$ cat src/rtl/vreduce_engine.sv
`timescale 1ns/1ps
module vreduce_engine #(
  parameter int EW    = 16,
  parameter int NREG  = 32,
  parameter int VLMAX = 8,
  localparam int AW   = $clog2(NREG),
  localparam int VW   = $clog2(VLMAX + 1)
) (
  input  logic             clk,
  input  logic             rst_n,
  input  logic             wr_en,
  input  logic [AW-1:0]    wr_addr,
  input  logic [EW-1:0]    wr_data,
  input  logic [AW-1:0]    rd_addr,
  output logic [EW-1:0]    rd_data,
  input  logic             start,
  input  logic [2:0]       op,
  input  logic [VW-1:0]    vlen,
  input  logic [VLMAX-1:0] pmask,
  input  logic [AW-1:0]    src_base,
  input  logic [AW-1:0]    dst_base,
  input  logic [1:0]       sub_len,
  input  logic             horiz,
  input  logic             cr_en,
  input  logic             cr_all,
  output logic             busy,
  output logic             done,
  output logic             illegal,
  output logic             cr_valid,
  output logic [3:0]       cr_out
);
  localparam int CW = (VW < 2) ? 2 : VW;

  typedef enum logic [1:0] {S_IDLE, S_STEP, S_WRITE, S_FIN} st_t;

  function automatic logic [3:0] cr_of(input logic [EW-1:0] v);
    return {v[EW-1], ~v[EW-1] & (|v), ~(|v), 1'b0};
  endfunction

  logic [EW-1:0]    rf [NREG];
  st_t              st;
  logic [2:0]       op_q;
  logic [VW-1:0]    vl_q;
  logic [VLMAX-1:0] pm_q;
  logic [AW-1:0]    src_q, dst_q;
  logic [1:0]       sv_q;
  logic             hz_q, cre_q, cra_q, ill_q;
  logic [CW-1:0]    o, n, first_q;
  logic             have_q, cmb_q;
  logic [EW-1:0]    acc, rval, opres, nres;
  logic [3:0]       crv;

  logic [VLMAX-1:0] vmask, pm_sh;
  logic             legal, nonempty, act, load, inner_last, outer_last;
  logic [CW-1:0]    vlast;
  logic [AW-1:0]    svn, src_off, wa;
  logic [3:0]       cr_step;

  always_comb
    for (int k = 0; k < VLMAX; k++) vmask[k] = (VW'(k) < vlen);

  assign legal      = (op <= 3'd4);
  assign nonempty   = |(pmask & vmask);
  assign svn        = AW'(sv_q) + AW'(1);
  assign vlast      = CW'(vl_q - VW'(1));
  assign pm_sh      = hz_q ? (pm_q >> o) : (pm_q >> n);
  assign act        = pm_sh[0];
  assign load       = hz_q ? (n == '0) : ~have_q;
  assign inner_last = hz_q ? (n == CW'(sv_q)) : (n == vlast);
  assign outer_last = hz_q ? (o == vlast) : (o == CW'(sv_q));
  assign src_off    = hz_q ? (AW'(o) * svn + AW'(n)) : (AW'(n) * svn + AW'(o));
  assign rval       = rf[src_q + src_off];
  assign wa         = hz_q ? (dst_q + AW'(o)) : (dst_q + AW'(first_q) * svn + AW'(o));

  always_comb begin
    case (op_q)
      3'd0:    opres = acc + rval;
      3'd1:    opres = acc * rval;
      3'd2:    opres = ($signed(rval) < $signed(acc)) ? rval : acc;
      3'd3:    opres = ($signed(rval) > $signed(acc)) ? rval : acc;
      default: opres = acc | rval;
    endcase
  end

  assign nres    = load ? rval : opres;
  assign cr_step = cr_of(opres);

  assign busy     = (st == S_STEP) || (st == S_WRITE);
  assign done     = (st == S_FIN);
  assign illegal  = done && ill_q;
  assign cr_valid = (st == S_WRITE) && cre_q && (hz_q || sv_q == 2'd0);
  assign cr_out   = hz_q ? cr_of(acc) : crv;
  assign rd_data  = rf[rd_addr];

  always_ff @(posedge clk) begin
    if (st == S_WRITE)       rf[wa] <= acc;
    else if (!busy && wr_en) rf[wr_addr] <= wr_data;
  end

  always_ff @(posedge clk or negedge rst_n) begin
    if (!rst_n) begin
      st <= S_IDLE;
      op_q <= '0; vl_q <= '0; pm_q <= '0; src_q <= '0; dst_q <= '0;
      sv_q <= '0; hz_q <= 1'b0; cre_q <= 1'b0; cra_q <= 1'b0; ill_q <= 1'b0;
      o <= '0; n <= '0; first_q <= '0; have_q <= 1'b0; cmb_q <= 1'b0;
      acc <= '0; crv <= '0;
    end else begin
      case (st)
        S_IDLE: if (start) begin
          op_q <= op; vl_q <= vlen; pm_q <= pmask & vmask;
          src_q <= src_base; dst_q <= dst_base; sv_q <= sub_len;
          hz_q <= horiz; cre_q <= cr_en; cra_q <= cr_all;
          ill_q <= ~legal;
          o <= '0; n <= '0; have_q <= 1'b0; cmb_q <= 1'b0;
          st <= (legal && nonempty) ? S_STEP : S_FIN;
        end
        S_STEP: begin
          if (hz_q && !act) begin
            if (o == vlast) st <= S_FIN;
            else begin o <= o + CW'(1); n <= '0; end
          end else begin
            if (act) begin
              acc <= nres;
              have_q <= 1'b1;
              if (load) begin
                first_q <= n;
                crv <= cr_of(rval);
                cmb_q <= 1'b0;
              end else if (!cmb_q) begin
                crv <= cr_step;
                cmb_q <= 1'b1;
              end else begin
                crv <= cra_q ? (crv & cr_step) : (crv | cr_step);
              end
            end
            if (inner_last) st <= S_WRITE;
            else n <= n + CW'(1);
          end
        end
        S_WRITE: begin
          if (outer_last) st <= S_FIN;
          else begin
            o <= o + CW'(1); n <= '0; have_q <= 1'b0; st <= S_STEP;
          end
        end
        default: st <= S_IDLE;
      endcase
    end
  end
endmodule


$ cat config.mk
export PLATFORM = sky130hd
export DESIGN_NAME = vreduce_engine
export DESIGN_NICKNAME = d
export VERILOG_FILES = /design/src/rtl/vreduce_engine.sv
export SDC_FILE = /design/constraint.sdc
export NUM_CORES = 1
export LEC_CHECK = 0
export BUFFER_PORTS_ARGS = -buffer_cell sky130_fd_sc_hd__buf_4
export CAP_MARGIN = 20
export CORE_ASPECT_RATIO = 0.8
export CORE_UTILIZATION = 50
export CTS_BUF_LIST = sky130_fd_sc_hd__clkbuf_16
export DETAILED_ROUTE_END_ITERATION = 7
export PLACE_DENSITY = 0.66
export SLEW_MARGIN = 0
export SYNTH_ARGS = -nofsm -noshare
export SYNTH_HDL_FRONTEND = slang
export SYNTH_SLANG_ARGS = --single-unit
$ cat constraint.sdc
create_clock -name clk -period 18.7 [get_ports clk]
set_input_delay 0.935 -clock clk [delete_from_list [all_inputs] [get_ports clk]]
set_output_delay 0.935 -clock clk [all_outputs]
set_load 0.01 [all_outputs]
; ---- Yosys cells after proc, flatten, opt, wreduce, memory -nomap -nowiden
; Memories as Yosys holds them, arrays and structs flattened.
; Index checks and enable logic that the tools add are counted.
[word_totals]
ram_bits = 512
reg_bits = 67
out_inout_bits = 24
word_cells = 160
mem_count = 1
in_bits = 60
[op_classes]
shift = 2
bitwise = 16
addsub = 11
n_mul = 4
order_cmp = 11
eq_ne = 20
reduce_logical = 29
muxes = 48
[mem_list]
columns = name, depth, width, rd, rd_ports_with_merged_regs, write_ports, line_no
row1 = rf, 32, 16, 2, 0, 1, 40  ; logic [EW-1:0] rf [NREG];
[op_table]
columns = operator, count
row1 = 16-bit two-way mux, 4
row2 = 16-bit case mux with 4 select lines, 1
row3 = 16-bit OR reduction, 4
row4 = 4-bit two-way mux, 12
row5 = 4-bit case mux with 3 select lines, 2
row6 = 5-bit by 4-bit adder with 5-bit output, 4
row7 = 1-bit two-way mux, 17
row8 = 16-bit adder, 1
row9 = 16-bit > comparator, 1
row10 = 16-bit less-than comparator, 1
row11 = 3-bit by 4-bit less-than comparator with 1-bit output (first input constant), 4
row12 = 16-bit by 16-bit multiplier with 16-bit output, 1
row13 = 16-bit OR, 1
row14 = 8-bit by 4-bit >> shifter with 1-bit output, 2
row15 = 4-bit by 3-bit multiplier with 5-bit output, 3
row16 = 5-bit two-way mux, 3
row17 = 5-bit AND reduction, 3
row18 = 2-bit two-way mux, 6
row19 = 5-bit adder, 2
row20 = 2-bit inequality test (second input constant), 5
row21 = 3-bit by 2-bit inequality test with 1-bit output (second input constant), 3
row22 = 1-bit NOT, 9
row23 = 4-bit by 1-bit adder with 4-bit output (second input constant), 2
row24 = 8-bit bitwise AND, 1
row25 = 31 further kinds, 49

; ---- Longest topological paths before layout
; Gate-level depths: netlist of run 1.
; An unclocked memory read counts as a cell.
[logic_depth]
word_depth = 15
ltp_mapped = 48
depth_no_buf = 44

; ---- Worst setup path before layout of run 1
; No wires, ideal clock.
[synth_timing]
path_type = flip-flop to flip-flop
start = reg sv_q[0]
end = reg crv[2]
period_less_slack_ns = 11.413
n_path_buf = 8
slack_ns = 7.287
t_required_ns = 18.570
arrival_time_ns = 11.283
setup_ns = 0.130
path_stages_with_launch = 47
path_cell_list = dfrtp_1 clkbuf_1 inv_1 ha_1 clkbuf_1 and2_1 ha_1 ha_1 ha_1 mux2_2 fa_1 buf_2 buf_2 buf_2 buf_6 clkbuf_1 buf_1 mux4_2 (+11 left out) inv_1 ha_1 inv_1 fa_1 inv_1 ha_1 a21boi_0 o21ai_0 a21oi_1 a211oi_1 o21ai_0 xor2_1 nand2_1 a32oi_1 or4_4 nor4_4 a2bb2oi_1 o31ai_2
[synth_via]
elab_chain_len = 15
elab_cells_between_ends = 27
cone_classes = add/sub: 5 / mul: 3 / order compare: 2 / mux: 7 / bitwise: 7 / reduce/logical: 2 / memory: 1
[synth_rtl]
columns = element, line_no
row1 = "start, declared", 46  ; logic [1:0] sv_q;
row2 = "start signal, assigned", 111  ; src_q <= src_base; dst_q <= dst_base; sv_q <= sub_len;
row3 = 2-bit by 1-bit adder with 3-bit output (*), 64  ; assign svn = AW'(sv_q) + AW'(1);
row4 = 4-bit by 3-bit multiplier with 5-bit output, 71  ; assign src_off = hz_q ? (AW'(o) * svn + AW'(n)) : (AW'(n) * svn + AW'(o));
row5 = 5-bit by 4-bit adder with 5-bit output, 71
row6 = 5-bit two-way mux (*), 71
row7 = 5-bit adder (*), 72  ; assign rval = rf[src_q + src_off];
row8 = memory 32 x 16 bit (*), -
row9 = branches (longest 8 deep; another with 16-bit by 16-bit multiplier with 16-bit output), -
row10 = 4-bit two-way mux (*), 125  ; if (load) begin
row11 = "end signal, assigned", 127  ; crv <= cr_of(rval);
row12 = "end signal, assigned", 130  ; crv <= cr_step;
row13 = "end signal, assigned", 133  ; crv <= cra_q ? (crv & cr_step) : (crv | cr_step);
row14 = "end, declared", 51  ; logic [3:0] crv;
; Every way passes the cells marked *.
; A chain may end at the register's enable or synchronous reset.

; ---- Final worst setup path of run 1
[layout_timing]
start = reg sv_q[0]
end = reg crv[1]
[layout_via]
elab_chain_len = 15
elab_cells_between_ends = 25
cone_classes = add/sub: 5 / mul: 3 / order compare: 2 / mux: 7 / bitwise: 5 / reduce/logical: 2 / memory: 1
[layout_rtl]
columns = element, line_no
row1 = 2-bit by 1-bit adder with 3-bit output (*), 64
row2 = 4-bit by 3-bit multiplier with 5-bit output, 71
row3 = 5-bit by 4-bit adder with 5-bit output, 71
row4 = 5-bit two-way mux (*), 71
row5 = 5-bit adder (*), 72
row6 = memory 32 x 16 bit (*), -
row7 = branches (longest 8 deep; another with 16-bit by 16-bit multiplier with 16-bit output), -
row8 = 4-bit two-way mux (*), 125
; Marks and branches as above.

==> results of run 1 <==
==> kinds of logic after synthesis <==
family                     synth area share [%]
adders and majority gates                 10.68
and+or+nand+nor                           5.211
other                                   0.01083
buffers and inverters                     4.326
xor gates and xnor gates                  2.313
muxes                                     23.85
DFF                                       49.17
AOI/OAI and AO/OA                         4.430
==> sequential cells by signal, indices dropped and copies added (netlist names), 2 cells and up <==
register,cells
first_q,4
st,2
dst_q,5
o,4
crv,3
acc,16
src_q,5
op_q,3
pm_q,8
sv_q,2
n,4
vl_q,4
rf,512
==> critical path: cells and delay by family, from the launching register on <==
family | cells | cell delay, ns
DFF | 1 | 0.52
AOI/OAI and AO/OA | 11 | 2.62
xor gates and xnor gates | 4 | 0.95
buffers and inverters | 10 | 1.64
muxes | 3 | 1.30
and+or+nand+nor | 2 | 0.35
adders and majority gates | 13 | 5.32
==> Yosys cell counts (all sizes together), types with 4 or more instances <==
cell type  count  area share (%)
a211oi        10            0.22
a21o          18            0.39
a21oi         55            0.79
a221oi         7            0.21
a22oi          7            0.15
a31oi          7            0.13
a32oi          6            0.15
and2          13            0.23
and3           5           0.090
buf           58             1.3
clkbuf        70            0.77
clkinv         8           0.087
dfrtp         66             4.8
edfxtp       512              44
fa           101             5.8
ha           134             4.8
inv          199             2.2
mux2          52             1.7
mux2i         32             1.1
mux4         321              21
nand2        169             1.8
nand2b        12            0.22
nand3         12            0.17
nand3b         4           0.087
nand4          8            0.14
nor2         146             1.6
nor2b         14            0.26
nor4           9            0.21
o211ai         9            0.20
o21ai         80             1.2
o21bai         9            0.20
o221ai         4            0.10
o31ai         10            0.23
or2            4           0.072
xnor2         57             1.4
xnor3          6            0.39
xor2          19            0.48
==> final cells by class <==
class	count	area [um2]
fillers	5383	29550
flip-flops and latches	578	17030
multi-input cells	1375	16390
clock buffers	59	1476
well taps	913	1142
repair buffers	131	1095
inverters	207	777.0
clock inverters	43	391.6
==> per-layer routing <==
layer / vias up / track usage, % / wire length [um]
met5: - / 0 / 0
met4: 0 / 7.701 / 2365
met3: 147 / 6.311 / 10630
met2: 1236 / 41.17 / 43590
met1: 11080 / 42.34 / 40200
li1: 8866 / - / -
==> per-stage QoR <==
stage,hold WS [ns],area [um2],setup slack (ns),std cells
detailed placement,0.4626,36270,6.036,3193
floorplan,0.4424,34620,7.287,2288
global placement,0.4564,36260,6.356,3192
CTS,0.4477,38140,5.964,3295
finish,0.4396,38300,5.834,3306
global route,0.4901,38300,5.203,3306
==> worst paths after layout <==
path,startpoint,to
worst min-delay path,rst_n,vl_q[1]
max in group asynchronous,rst_n,acc[7]
min in group clk,ill_q,ill_q
worst min register to register,ill_q,ill_q
worst max register to register,sv_q[0],crv[1]
worst max-delay path,sv_q[0],crv[1]
==> reports/results.ini, run 1 <==
[clocking]
root_buffer = clkbuf_16
cts_tree = yes
clk_transition_reported_paths_ns = 0.06
post_cts.resized_instances = 0
number_of_clock_sinks_seen_by_cts = 578
cts_inserted_buffers = 57
postCtsSetupRepairBufs = 0
ctsHoldBuffers = 0
cts_max_path_buffers = 3
clk_latency_worst_skew_pair_ns = 0.64
cts_h_tree_depth = 2

[sta]
maxSlewHeadroom_pct = 22.47
setup_viol_count_final = 0
timing.clock.skew_ns = 0.02141
achievable-frequency_mhz = 77.72
timing.setup.tns_ns = 0
number_of_failing_hold_endpoints_at_the_final_stage = 0
setup_repair_after_global_routing_missed_its_margin = false
count_of_final_max_slew_check_failures = 0
period_share_pct = 68.80
worst_slew_pin_slew_ns = 1.163
timing.final.crit_period_ns = 12.87

[floorplan]
die_height_um = 237.4
coreArea_um2 = 67850
row_count = 85
floorplan.initialDensity_pct = 51.03
die_area_um2 = 70310
ios = 84
floorplan.die.width_um = 296.2

[placed_design]
dp.final_hpwl_mm = 61.47
io_buffer_count = 82
final_weighted_congestion_of_routability_driven_global_placement = 1.000

[worst_setup_path]
end_kind = flop
slowest_cp_cell = mux2i_2
criticalPathCategory = reg2reg
crit_arrival_ns = 13.39
cpMostUsedCell = inv_1
cp.required_ns = 19.22
worst_r2r_path_cells = 43
path_max_fanout = 20
reg2reg_setup_slack_ns = 5.83
critical-path-max-stage-delay_ns = 0.62
setup.worst_path.start_class = flop

[synthesis]
netlist-cell-type-count = 77
synth-edff-count = 512
syn-cell-area_um2 = 34620
synth.ff_latch_count = 578
synth_async_sr_flop_share_pct = 11.42
syn-instance-count = 2288
synthFlopType = edfxtp_1
yosysWarnings = 0
ys_seq_area_share_pct = 49.17
post_synth.cell_area_avg_um2 = 15.13
synth.net_count = 2583

[global_routing]
grt_usage_pct = 28.09
grt_remaining_overflow = 0
vias_in_the_first_global_route = 21350
grt_antenna_before_repair = 0
grt_start_max_net_pins = 97
first_pass_grt_wire_length_mm = 142.2

[finish]
layout.core_utilization_pct = 56.44
layout.cells.most_common_list = 512 x edfxtp_1, 303 x mux4_2, 206 x inv_1
num-nets-final = 2645
area_growth_pct = 10.61
n_antenna_cell = 0
final_common_cell = edfxtp_1
drive_above_1_share_pct = 27.16

[run_status]
outcome = finished, final reports clean

[routing]
route.vias.total = 21330
drt-vias-per-instance = 6.451
antenna_left = 0
firstDrtPassIters = 6
drt_iter0_markers = 2684
post_drt_wl_per_cell_um = 29.27
totalWireLength_mm = 96.77
drc = 0

[job]
drv.max_cap_violation_count = 0

[hold_path]
worst_hold_path_type = in2async

Power of run 1 is not shown: default switching activity piles up to over one toggle a cycle in this logic, so the estimate is an artifact.
==> run 2, diff against run 1 <==
--- a/config.mk
+++ b/config.mk
@@ -5,6 +5,7 @@
 export SDC_FILE = /design/constraint.sdc
 export NUM_CORES = 1
 export LEC_CHECK = 0
+export ABC_AREA = 1
 export BUFFER_PORTS_ARGS = -buffer_cell sky130_fd_sc_hd__buf_4
 export CAP_MARGIN = 20
 export CORE_ASPECT_RATIO = 0.8
==> constraint.sdc (replaced) <==
create_clock -name clk -period 11.92 [get_ports clk]
set_input_delay 0.596 -clock clk [delete_from_list [all_inputs] [get_ports clk]]
set_output_delay 0.596 -clock clk [all_outputs]
set_load 0.01 [all_outputs]
==> reports/results.ini, run 2 <==
[finish]
final_common_cell = nand2_1
finish.instance_area_um2 = 39650
drive_above_1_share_pct = 7.992
largestRegisters = rf x512, acc x16, pm_q x8
largest_register_ffs = 512
area_growth_pct = 9.234
most_flop_heavy_register = rf
final-seq-area_um2 = 17030
n_antenna_cell = 0
layout.cells.most_common_list = 682 x nand2_1, 615 x o21ai_0, 602 x nor2_1
num-nets-final = 4404
multi_input_gate_area_in_the_final_layout_um2 = 16970
fillers = 6378
layout.core_utilization_pct = 55.70

[run_status]
outcome = finished, final reports clean

[hold_path]
worst_hold_path_type = in2async

[global_routing]
grt_usage_pct = 33.45
grt_remaining_overflow = 0
grt_start_max_net_pins = 177
first_pass_grt_wire_length_mm = 184.7
vias_in_the_first_global_route = 29080
grt_antenna_before_repair = 3

[synthesis]
synth-edff-count = 512
syn-instance-count = 4153
synth.top_cell.area_share_pct = 42.36
ys_top_cells_by_area = edfxtp_1 42%, o21ai_0 8.7%, nand2_1 7.1%
post_synth.cell_area_avg_um2 = 8.740
yosysWarnings = 0
synth.cells.most_frequent = 683 x nand2_1, 634 x nor2_1, 631 x o21ai_0, 512 x edfxtp_1, 358 x inv_1
syn-cell-area_um2 = 36300
ys_seq_area_share_pct = 46.91
synthMostInstantiatedCell = nand2_1
netlist-cell-type-count = 60
synth_async_sr_flop_share_pct = 11.42
synthFlopType = edfxtp_1
synth.ff_latch_count = 578
yosys.area.top_type = edfxtp_1
synth.net_count = 4448

[sta]
timing.final.crit_period_ns = 11.23
timing.clock.skew_ns = 0.02076
maxSlewHeadroom_pct = 20.39
setup_repair_after_global_routing_missed_its_margin = false
worst_slew_pin_slew_ns = 1.194
timing.setup.tns_ns = 0
period_share_pct = 94.17
number_of_failing_hold_endpoints_at_the_final_stage = 0
count_of_final_max_slew_check_failures = 0
achievable-frequency_mhz = 89.08
setup_viol_count_final = 0

[clocking]
clk_latency_worst_skew_pair_ns = 0.64
clk_transition_reported_paths_ns = 0.07
postCtsSetupRepairBufs = 0
root_buffer = clkbuf_16
cts_h_tree_depth = 2
cts_inserted_buffers = 58
cts_tree = yes
cts_max_path_buffers = 3
number_of_clock_sinks_seen_by_cts = 578

[worst_setup_path]
cp.required_ns = 12.45
criticalPathCategory = reg2reg
end_kind = flop
crit_arrival_ns = 11.76
crit-reg2reg-capture = crv[2]
critical-path-max-stage-delay_ns = 0.55
cpMostUsedCell = nand2_1
regToRegStartpoint = sv_q[0]
setup.worst_path.start_class = flop
critPathLaunch = sv_q[0]
path_max_fanout = 67
reg2reg_setup_slack_ns = 0.69
slowest_cp_cell = dfrtp_1
worst_r2r_path_cells = 47

[routing]
drt_iter0_markers = 4694
drc = 0
firstDrtPassIters = 6
post_drt_wl_per_cell_um = 24.48
route.vias.total = 31870
antenna_left = 0
drt-vias-per-instance = 6.264
totalWireLength_mm = 124.6

[floorplan]
ios = 84
row_count = 87
die_height_um = 243.0
die_area_um2 = 73690
floorplan.initialDensity_pct = 50.99
coreArea_um2 = 71190
floorplan.die.width_um = 303.2

[placed_design]
final_weighted_congestion_of_routability_driven_global_placement = 1.014
dp.final_hpwl_mm = 76.66
placed_area_um2 = 37830
io_buffer_count = 82

[job]
drv.max_cap_violation_count = 0

## run 2: cell types whose count changed after synthesis, sizes merged, moves of 104 or more
| cell | previous run | this run |
|---|---|---|
| inv | 199 | 372 |
| a21oi | 55 | 159 |
| nand2 | 169 | 690 |
| nor2 | 146 | 634 |
| nand3 | 12 | 152 |
| o21ai | 80 | 639 |
| mux4 | 321 | 0 |
## run 2: critical path, delay by kind of cell (launching register included)
kind                     cells  cell delay (ns)
adder cells (fa/ha/maj)     13             5.99
AND/OR/NAND/NOR             19             2.06
buffers and inverters       10             1.21
XOR/XNOR                     2             0.68
AO/OA/AOI/OAI                3             0.58
flip-flops                   1             0.55
## run 2: per-stage QoR
step / setup WS (ns) / hold WS, ns / instances
final: 0.6945 / 0.06369 / 5088
after global routing: 0.02169 / 0.1371 / 5088
after CTS: 0.7738 / 0.08933 / 5088
after detailed placement: 0.7905 / 0.4753 / 4983
after global placement: 0.9890 / 0.4667 / 4983
after floorplan: 2.066 / 0.3004 / 4153
## run 2: worst max path at each step
stage          endpoint  slack, ns
3_5_place_dp     crv[2]       0.79
5_1_grt          crv[2]       0.02
6_report         crv[2]       0.69
4_1_cts          crv[2]       0.77
2_1_floorplan    crv[2]       2.07
3_3_place_gp     crv[1]       0.99
## run 2: area by class of cell
type / instances / area share, %
flip-flops and latches: 578 / 42.94
multi-input cells: 2939 / 42.79
clock buffers: 59 / 3.724
inverters: 380 / 3.654
repair buffers: 152 / 3.108
well taps: 934 / 2.947
clock inverters: 46 / 0.8362
## run 2: repair_timing
| action | in CTS | in global routing |
|---|---|---|
| hold buffers | 0 | 0 |
| gates resized for setup | 0 | 3 |
| setup endpoints to repair | 0 | 3 |
## run 2: cell families after synthesis
group                    after synthesis  share of synthesized area, %
adder cells (fa/ha/maj)              235                         10.19
other                                  1                       0.01033
AND/OR/NAND/NOR                     1560                         17.34
flip-flops                           578                         46.91
buffers and inverters                636                         7.156
XOR/XNOR                              26                        0.6860
AO/OA/AOI/OAI                       1117                         17.71
## run 2: layer usage
metal | GRT usage [%] | vias up | part of all wire, %
met5 | 0 | - | 0.039
met4 | 9.341 | 8 | 2.9
met3 | 8.682 | 292 | 14
met2 | 47.43 | 2116 | 42
met1 | 50.15 | 15180 | 41
li1 | - | 14280 | -
Power of run 2 is left out for the same reason.
